[src/rtl/chipsel_pkg.sv]
package chipsel_pkg;

    localparam int CS_ADDR_W  = 20;                     // bus address width
    localparam int CS_DATA_W  = 16;                     // register write width
    localparam int CS_IO_W    = 16;                     // I/O address width
    localparam int CS_GRAN_W  = 10;                     // 1K granule
    localparam int CS_BLK_W   = 7;                      // 128-byte peripheral block
    localparam int CS_NSIZE   = 9;                      // legal size codes 0..8
    localparam int CS_CODE_W  = 4;
    localparam int CS_WS_W    = 2;
    localparam int CS_SEL_W   = 3;
    localparam int CS_N_MID   = 4;
    localparam int CS_N_PER   = 7;
    localparam int CS_N_ALT   = 2;                      // top selects usable as address outputs
    localparam int CS_BASE_W  = CS_ADDR_W - CS_GRAN_W;
    localparam int CS_BIDX_W  = CS_GRAN_W - CS_BLK_W;

    // control word field positions
    localparam int CS_F_EN      = 15;
    localparam int CS_F_CODE_LO = 4;
    localparam int CS_F_AMODE   = 3;
    localparam int CS_F_IO      = 2;

    localparam logic [CS_SEL_W-1:0] CS_REG_UP   = CS_SEL_W'(0);
    localparam logic [CS_SEL_W-1:0] CS_REG_LO   = CS_SEL_W'(1);
    localparam logic [CS_SEL_W-1:0] CS_REG_MID  = CS_SEL_W'(2);
    localparam logic [CS_SEL_W-1:0] CS_REG_MIDB = CS_SEL_W'(3);
    localparam logic [CS_SEL_W-1:0] CS_REG_PERB = CS_SEL_W'(4);
    localparam logic [CS_SEL_W-1:0] CS_REG_PER  = CS_SEL_W'(5);

    typedef struct packed {
        logic                 en;
        logic [CS_CODE_W-1:0] code;
        logic [CS_WS_W-1:0]   ws;
    } win_cfg_t;

    typedef struct packed {
        logic                 en;
        logic                 io;
        logic                 amode;
        logic [CS_WS_W-1:0]   ws;
        logic [CS_BASE_W-1:0] base;
    } per_cfg_t;

    typedef struct packed {
        win_cfg_t             up;
        win_cfg_t             lo;
        win_cfg_t             mid;
        logic [CS_BASE_W-1:0] mid_base;
        per_cfg_t             per;
    } cs_cfg_t;

    typedef enum logic [2:0] {
        RG_NONE, RG_UP, RG_LO, RG_MID, RG_PER
    } region_e;

    function automatic logic size_ok(input logic [CS_CODE_W-1:0] code);
        return int'(code) < CS_NSIZE;
    endfunction

    // address bits that must equal the anchor for a window of this size
    function automatic logic [CS_ADDR_W-1:0] hi_mask(input logic [CS_CODE_W-1:0] code);
        return {CS_ADDR_W{1'b1}} << (CS_GRAN_W + int'(code));
    endfunction

    function automatic win_cfg_t word_to_win(input logic [CS_DATA_W-1:0] d);
        win_cfg_t w;
        w.en   = d[CS_F_EN];
        w.code = d[CS_F_CODE_LO +: CS_CODE_W];
        w.ws   = d[CS_WS_W-1:0];
        return w;
    endfunction

    function automatic logic [CS_BASE_W-1:0] word_to_base(input logic [CS_DATA_W-1:0] d);
        return d[CS_DATA_W-1 -: CS_BASE_W];
    endfunction

endpackage

[src/rtl/chipsel_regs.sv]
module chipsel_regs
    import chipsel_pkg::*;
(
    input  logic                 clk,
    input  logic                 rst,
    input  logic                 wr_en,
    input  logic [CS_SEL_W-1:0]  wr_sel,
    input  logic [CS_DATA_W-1:0] wr_data,
    output cs_cfg_t              cfg
);

    localparam logic [CS_CODE_W-1:0] RST_CODE = CS_CODE_W'(CS_NSIZE - 1);

    always_ff @(posedge clk) begin
        if (rst) begin
            cfg          <= '0;
            cfg.up.en    <= 1'b1;
            cfg.up.code  <= RST_CODE;
            cfg.up.ws    <= '1;
        end else if (wr_en) begin
            case (wr_sel)
                CS_REG_UP:   cfg.up       <= word_to_win(wr_data);
                CS_REG_LO:   cfg.lo       <= word_to_win(wr_data);
                CS_REG_MID:  cfg.mid      <= word_to_win(wr_data);
                CS_REG_MIDB: cfg.mid_base <= word_to_base(wr_data);
                CS_REG_PERB: cfg.per.base <= word_to_base(wr_data);
                CS_REG_PER: begin
                    cfg.per.en    <= wr_data[CS_F_EN];
                    cfg.per.io    <= wr_data[CS_F_IO];
                    cfg.per.amode <= wr_data[CS_F_AMODE];
                    cfg.per.ws    <= wr_data[CS_WS_W-1:0];
                end
                default: ;
            endcase
        end
    end

endmodule

[src/rtl/chipsel_win.sv]
module chipsel_win
    import chipsel_pkg::*;
#(
    parameter int N_SUB = 1
) (
    input  logic [CS_ADDR_W-1:0] addr,
    input  win_cfg_t             wc,
    input  logic [CS_BASE_W-1:0] anchor,
    output logic                 hit,
    output logic [N_SUB-1:0]     sub_hit
);

    logic [CS_ADDR_W-1:0] mask;
    logic [CS_ADDR_W-1:0] anchor_addr;

    always_comb begin
        mask        = hi_mask(wc.code);
        anchor_addr = {anchor, {CS_GRAN_W{1'b0}}};
        hit         = wc.en && size_ok(wc.code) && (((addr ^ anchor_addr) & mask) == '0);
    end

    if (N_SUB > 1) begin : g_split
        localparam int SUB_W = $clog2(N_SUB);
        logic [SUB_W-1:0] idx;
        always_comb begin
            idx     = SUB_W'(addr >> (CS_GRAN_W + int'(wc.code) - SUB_W));
            sub_hit = hit ? (N_SUB'(1) << idx) : '0;
        end
    end else begin : g_whole
        assign sub_hit = hit;
    end

endmodule

[src/rtl/chipsel_per.sv]
module chipsel_per
    import chipsel_pkg::*;
(
    input  logic [CS_ADDR_W-1:0] addr,
    input  logic                 is_mem,
    input  per_cfg_t             pc,
    output logic                 hit,
    output logic [CS_N_PER-1:0]  blk_hit
);

    localparam int IO_HI = CS_IO_W - CS_GRAN_W;

    logic                 mem_match;
    logic                 io_match;
    logic                 area_match;
    logic [CS_BIDX_W-1:0] blk;

    always_comb begin
        mem_match  = is_mem && (addr[CS_ADDR_W-1:CS_GRAN_W] == pc.base);
        io_match   = !is_mem && (addr[CS_IO_W-1:CS_GRAN_W] == pc.base[IO_HI-1:0]);
        area_match = pc.en && (pc.io ? io_match : mem_match);
        blk        = addr[CS_GRAN_W-1:CS_BLK_W];
    end

    for (genvar i = 0; i < CS_N_PER; i++) begin : g_blk
        if (i >= CS_N_PER - CS_N_ALT) begin : g_alt
            assign blk_hit[i] = area_match && !pc.amode && (int'(blk) == i);
        end else begin : g_fix
            assign blk_hit[i] = area_match && (int'(blk) == i);
        end
    end

    assign hit = |blk_hit;

endmodule

[src/rtl/chipsel_unit.sv]
module chipsel_unit
    import chipsel_pkg::*;
(
    input  logic                 clk,
    input  logic                 rst,
    input  logic                 wr_en,
    input  logic [2:0]           wr_sel,
    input  logic [15:0]          wr_data,
    input  logic [19:0]          addr,
    input  logic                 is_mem,
    input  logic                 strobe,
    output logic                 ucs_n,
    output logic                 lcs_n,
    output logic [3:0]           mcs_n,
    output logic [6:0]           pcs_n,
    output logic [1:0]           wait_cnt
);

    cs_cfg_t               cfg;
    logic                  up_hit, lo_hit, mid_hit, per_hit;
    logic                  up_sub, lo_sub;
    logic [CS_N_MID-1:0]   mid_sub;
    logic [CS_N_PER-1:0]   per_blk;
    logic [CS_N_PER-1:0]   per_act;
    logic [CS_N_ALT-1:0]   lat_q;
    logic                  per_amode;
    region_e               rg;

    chipsel_regs u_regs (
        .clk     (clk),
        .rst     (rst),
        .wr_en   (wr_en),
        .wr_sel  (wr_sel),
        .wr_data (wr_data),
        .cfg     (cfg)
    );

    chipsel_win #(.N_SUB(1)) u_up (
        .addr    (addr),
        .wc      (cfg.up),
        .anchor  ({CS_BASE_W{1'b1}}),
        .hit     (up_hit),
        .sub_hit (up_sub)
    );

    chipsel_win #(.N_SUB(1)) u_lo (
        .addr    (addr),
        .wc      (cfg.lo),
        .anchor  ({CS_BASE_W{1'b0}}),
        .hit     (lo_hit),
        .sub_hit (lo_sub)
    );

    chipsel_win #(.N_SUB(CS_N_MID)) u_mid (
        .addr    (addr),
        .wc      (cfg.mid),
        .anchor  (cfg.mid_base),
        .hit     (mid_hit),
        .sub_hit (mid_sub)
    );

    chipsel_per u_per (
        .addr    (addr),
        .is_mem  (is_mem),
        .pc      (cfg.per),
        .hit     (per_hit),
        .blk_hit (per_blk)
    );

    // fixed priority: top, bottom, mid, peripheral
    always_comb begin
        rg = RG_NONE;
        if (strobe) begin
            if (is_mem && up_sub)       rg = RG_UP;
            else if (is_mem && lo_sub)  rg = RG_LO;
            else if (is_mem && mid_hit) rg = RG_MID;
            else if (per_hit)           rg = RG_PER;
        end
    end

    always_comb begin
        ucs_n   = !(rg == RG_UP);
        lcs_n   = !(rg == RG_LO);
        mcs_n   = ~((rg == RG_MID) ? mid_sub : '0);
        per_act = (rg == RG_PER) ? per_blk : '0;
        case (rg)
            RG_UP:   wait_cnt = cfg.up.ws;
            RG_LO:   wait_cnt = cfg.lo.ws;
            RG_MID:  wait_cnt = cfg.mid.ws;
            RG_PER:  wait_cnt = cfg.per.ws;
            default: wait_cnt = '0;
        endcase
    end

    // captured A1.. address bits for the alternate pin function
    always_ff @(posedge clk) begin
        if (rst)         lat_q <= '0;
        else if (strobe) lat_q <= addr[CS_N_ALT:1];
    end

    assign per_amode = cfg.per.amode;

    for (genvar i = 0; i < CS_N_PER; i++) begin : g_pcs
        if (i >= CS_N_PER - CS_N_ALT) begin : g_alt
            assign pcs_n[i] = per_amode ? lat_q[i - (CS_N_PER - CS_N_ALT)] : ~per_act[i];
        end else begin : g_fix
            assign pcs_n[i] = ~per_act[i];
        end
    end

endmodule

[config.mk]
export PLATFORM = sky130hd
export DESIGN_NAME = chipsel_unit
export DESIGN_NICKNAME = d
export VERILOG_FILES = /design/src/rtl/chipsel_pkg.sv /design/src/rtl/chipsel_regs.sv /design/src/rtl/chipsel_win.sv /design/src/rtl/chipsel_per.sv /design/src/rtl/chipsel_unit.sv
export SDC_FILE = /design/constraint.sdc
export NUM_CORES = 1
export LEC_CHECK = 0
export BUFFER_PORTS_ARGS = -buffer_cell sky130_fd_sc_hd__buf_2
export CAP_MARGIN = 20
export CELL_PAD_IN_SITES_DETAIL_PLACEMENT = 1
export CELL_PAD_IN_SITES_GLOBAL_PLACEMENT = 1
export CORE_AREA = 3 3 99 101
export CTS_CLUSTER_SIZE = 12
export DETAILED_ROUTE_END_ITERATION = 12
export DIE_AREA = 0 0 102 104
export GPL_TIMING_DRIVEN = 0
export PLACE_DENSITY_LB_ADDON = 0.1
export SLEW_MARGIN = 20
export SYNTH_ARGS = -nofsm -noshare
export SYNTH_HDL_FRONTEND = slang
export SYNTH_SLANG_ARGS = --single-unit
[constraint.sdc]
create_clock -name clk -period 5.35 [get_ports clk]
set_input_delay 1.07 -clock clk [delete_from_list [all_inputs] [get_ports clk]]
set_output_delay 1.07 -clock clk [all_outputs]
set_load 0.005 [all_outputs]
==> out/metrics.yaml <==
slew_viol_final: 0
drc: 0
crit_path_start: "u_regs.cfg[28]$_SDFFE_PP0P_"
cp_top_family: "buffers and inverters"
max_freq_mhz: 196
clk_pin_slew_ps: 100
insertion_delay_ps: 300
placed_cells: 650
rsz0062_at_grt: "false"
routed_wl_um: 13100
post-route-period-util: 0.952
final.setup.tns_ps: 0
worst_slack_ps: 256
syn-cell-area_um2: 3790
synth_top_area_share: 0.254
postPlaceCellArea_um2: 4160
cts_tree: "built"
grt_antenna_before_repair: 0
postCtsSetupBuffers: 0
grt_busiest_layer: "met2"
numClockSinks: 48
gp_congestion: 0.897
syn_inst: 493
ioPinCount: 59
timing.slew.headroom: 0.388
async_flop_share: 0
vias: 3854
root_buffer: "clkbuf_8"
syn2layout_area_growth_pct: 13.3
peakVddDrop_mv: 0.116
final_nets: 600
viasPerCell: 5.86
cp-start-kind: "register"
synth_warnings: 0
fin_worst_hold_slack_ps: 475
p_per_area_nw_per_um2: 190
clockBufferDepth: 2
slowest_delay_ps: 510
synth_seq_area_share: 0.254
drt_iter0_drc: 223
hold_class: "reg2reg"
fp-row-count: 35
fillers: 1175
worstPathRequired_ps: 4280
reg2reg_from: "u_regs.cfg[27]$_SDFFE_PP0P_"
ys_top_cells_by_area: "dfxtp_1, mux2i_1, nand2_1, a21oi_1, nor2_1"
grt_pass1_wl_um: 21100
period_minus_slack_ps: 5090
diodes: 0
finalHoldViolations: 0
ant_nets: 0
die_h_um: 104
critPathBufInv: 5
yosys_register_bits: 48
dp_hpwl_um: 9970
core_area_um2: 9110
yosysMostFrequentCell: "nand2_1"
dr.pass1.iters: 4
worst_pin_slew_ps: 915
path_cells: "clkbuf_4, clkbuf_4, inv_1, ha_1, buf_2, nand2_1, nor2_1, ha_1, a21oi_4, a21oi_1, a2bb2oi_1, a2111oi_1, nor3_1, or4b_1, buf_2"
avgSynthCellArea_um2: 7.69
crit_arrival_ps: 4020
final_area_um2: 4300
synth_edf_count: 0
maxCapViolations: 0
synth_flop_cell: "dfxtp_1"
h-tree-depth: 2
wl_per_cell_um: 19.9
cp_slowest_cell: "or4b_1"
crit_type: "reg2out"
preCtsSetupSlack_ps: 347
met3_usage: 0.0295
die_width_um: 102
synth_area_leader_cell: "dfxtp_1"
hp-start: "u_regs.cfg[21]$_SDFFE_PP0P_"
use_met1: 0.360
hold_buffers: 0
die_area_um2: 10600
met2_usage: 0.402
total_leakage_power_nw: 1.65
portBuffers: 46
final_cells: 658
numCtsBuffers: 5
start_util: 0.416
cp-end-kind: "output port"
finClkSkew_ps: 0
grt_pass1_vias: 3892
setup_violations: 0
grt_max_degree: 16
status: "finished clean"
ys_top_cells_by_count: "nand2_1, a21oi_1, dfxtp_1"
overflow: 0
synth_nets: 547
yosysUniqueCellTypes: 74
grtUsageTotal: 0.251
layout-drive-gt1-share: 0.161
cp_max_fo: 10
ctsResizeCount: 1
[cell type report]
class                   count  area, um^2  area share
clock inverters             2        38.8     0.00903
flip-flops and latches     48         965       0.225
repair buffers             46         230      0.0536
plain buffers              35         164      0.0382
inverters                  24        90.1      0.0210
well taps                 111         139      0.0323
clock buffers               6        82.6      0.0192
multi-input cells         386        2590       0.602
[logic make-up after synthesis]
family / synth area share
AOI/OAI and AO/OA: 0.234
xor gates and xnor gates: 0.0598
buffers and inverters: 0.0657
DFF: 0.254
and+or+nand+nor: 0.236
adders and majority gates: 0.0383
muxes: 0.113
[registers in the layout (all words and copies together), names as in the netlist]
signal / flops
lat_q: 2
u_regs.cfg: 46
[worst reg2reg max path, stage by stage, from the launching register on]
cell and delay [ps]:
dfxtp_1 450, buf_6 200, buf_2 300, mux2i_1 120, nor2_1 120
[stage by stage]
step / power, W / util
after detailed placement: 0.000542 / 0.457
after global placement: 0.000538 / 0.457
final: 0.000817 / 0.472
after CTS: 0.000825 / 0.471
after floorplan: 0.000481 / -
after global routing: 0.000859 / 0.472
[layout by cell type (no fill, tap or decap), types with 9 or more instances in the layout]
cell      synthesis  routed
xnor2_1          11      11
nand3_1           9       9
xor2_1           13      13
inv_1            23      23
nand2_1          68      68
a21oi_1          48      48
nor3_1           13      12
buf_2             7      51
o21ai_0          13      13
mux2i_1          31      31
dfxtp_1          48      47
nor2_1           43      43
clkbuf_1         24      24
ha_1             10      10
[final timing paths]
kind | end | slack, ps | cells after the start
max | mcs_n[3] | 260 | 15
max reg2reg | u_regs.cfg[27]$_SDFFE_PP0P_ | 4090 | 4
min reg2reg | u_regs.cfg[21]$_SDFFE_PP0P_ | 470 | 2
min | u_regs.cfg[21]$_SDFFE_PP0P_ | 470 | 2
[layer usage]
metal | share of wire | up-vias
met5 | 0 | -
met4 | 0.017 | 0
met3 | 0.044 | 20
met2 | 0.46 | 106
met1 | 0.48 | 1873
li1 | - | 1855
[report_power, final]
group / total [W] / internal [W] / switching, W
Clock: 0.000281 / 0.000153 / 0.000128
Combinational: 0.000164 / 0.0000614 / 0.000103
Sequential: 0.000372 / 0.000365 / 0.00000696
Total: 0.000817 / 0.000580 / 0.000238
Note: power is estimated with default switching activity, not from simulation.
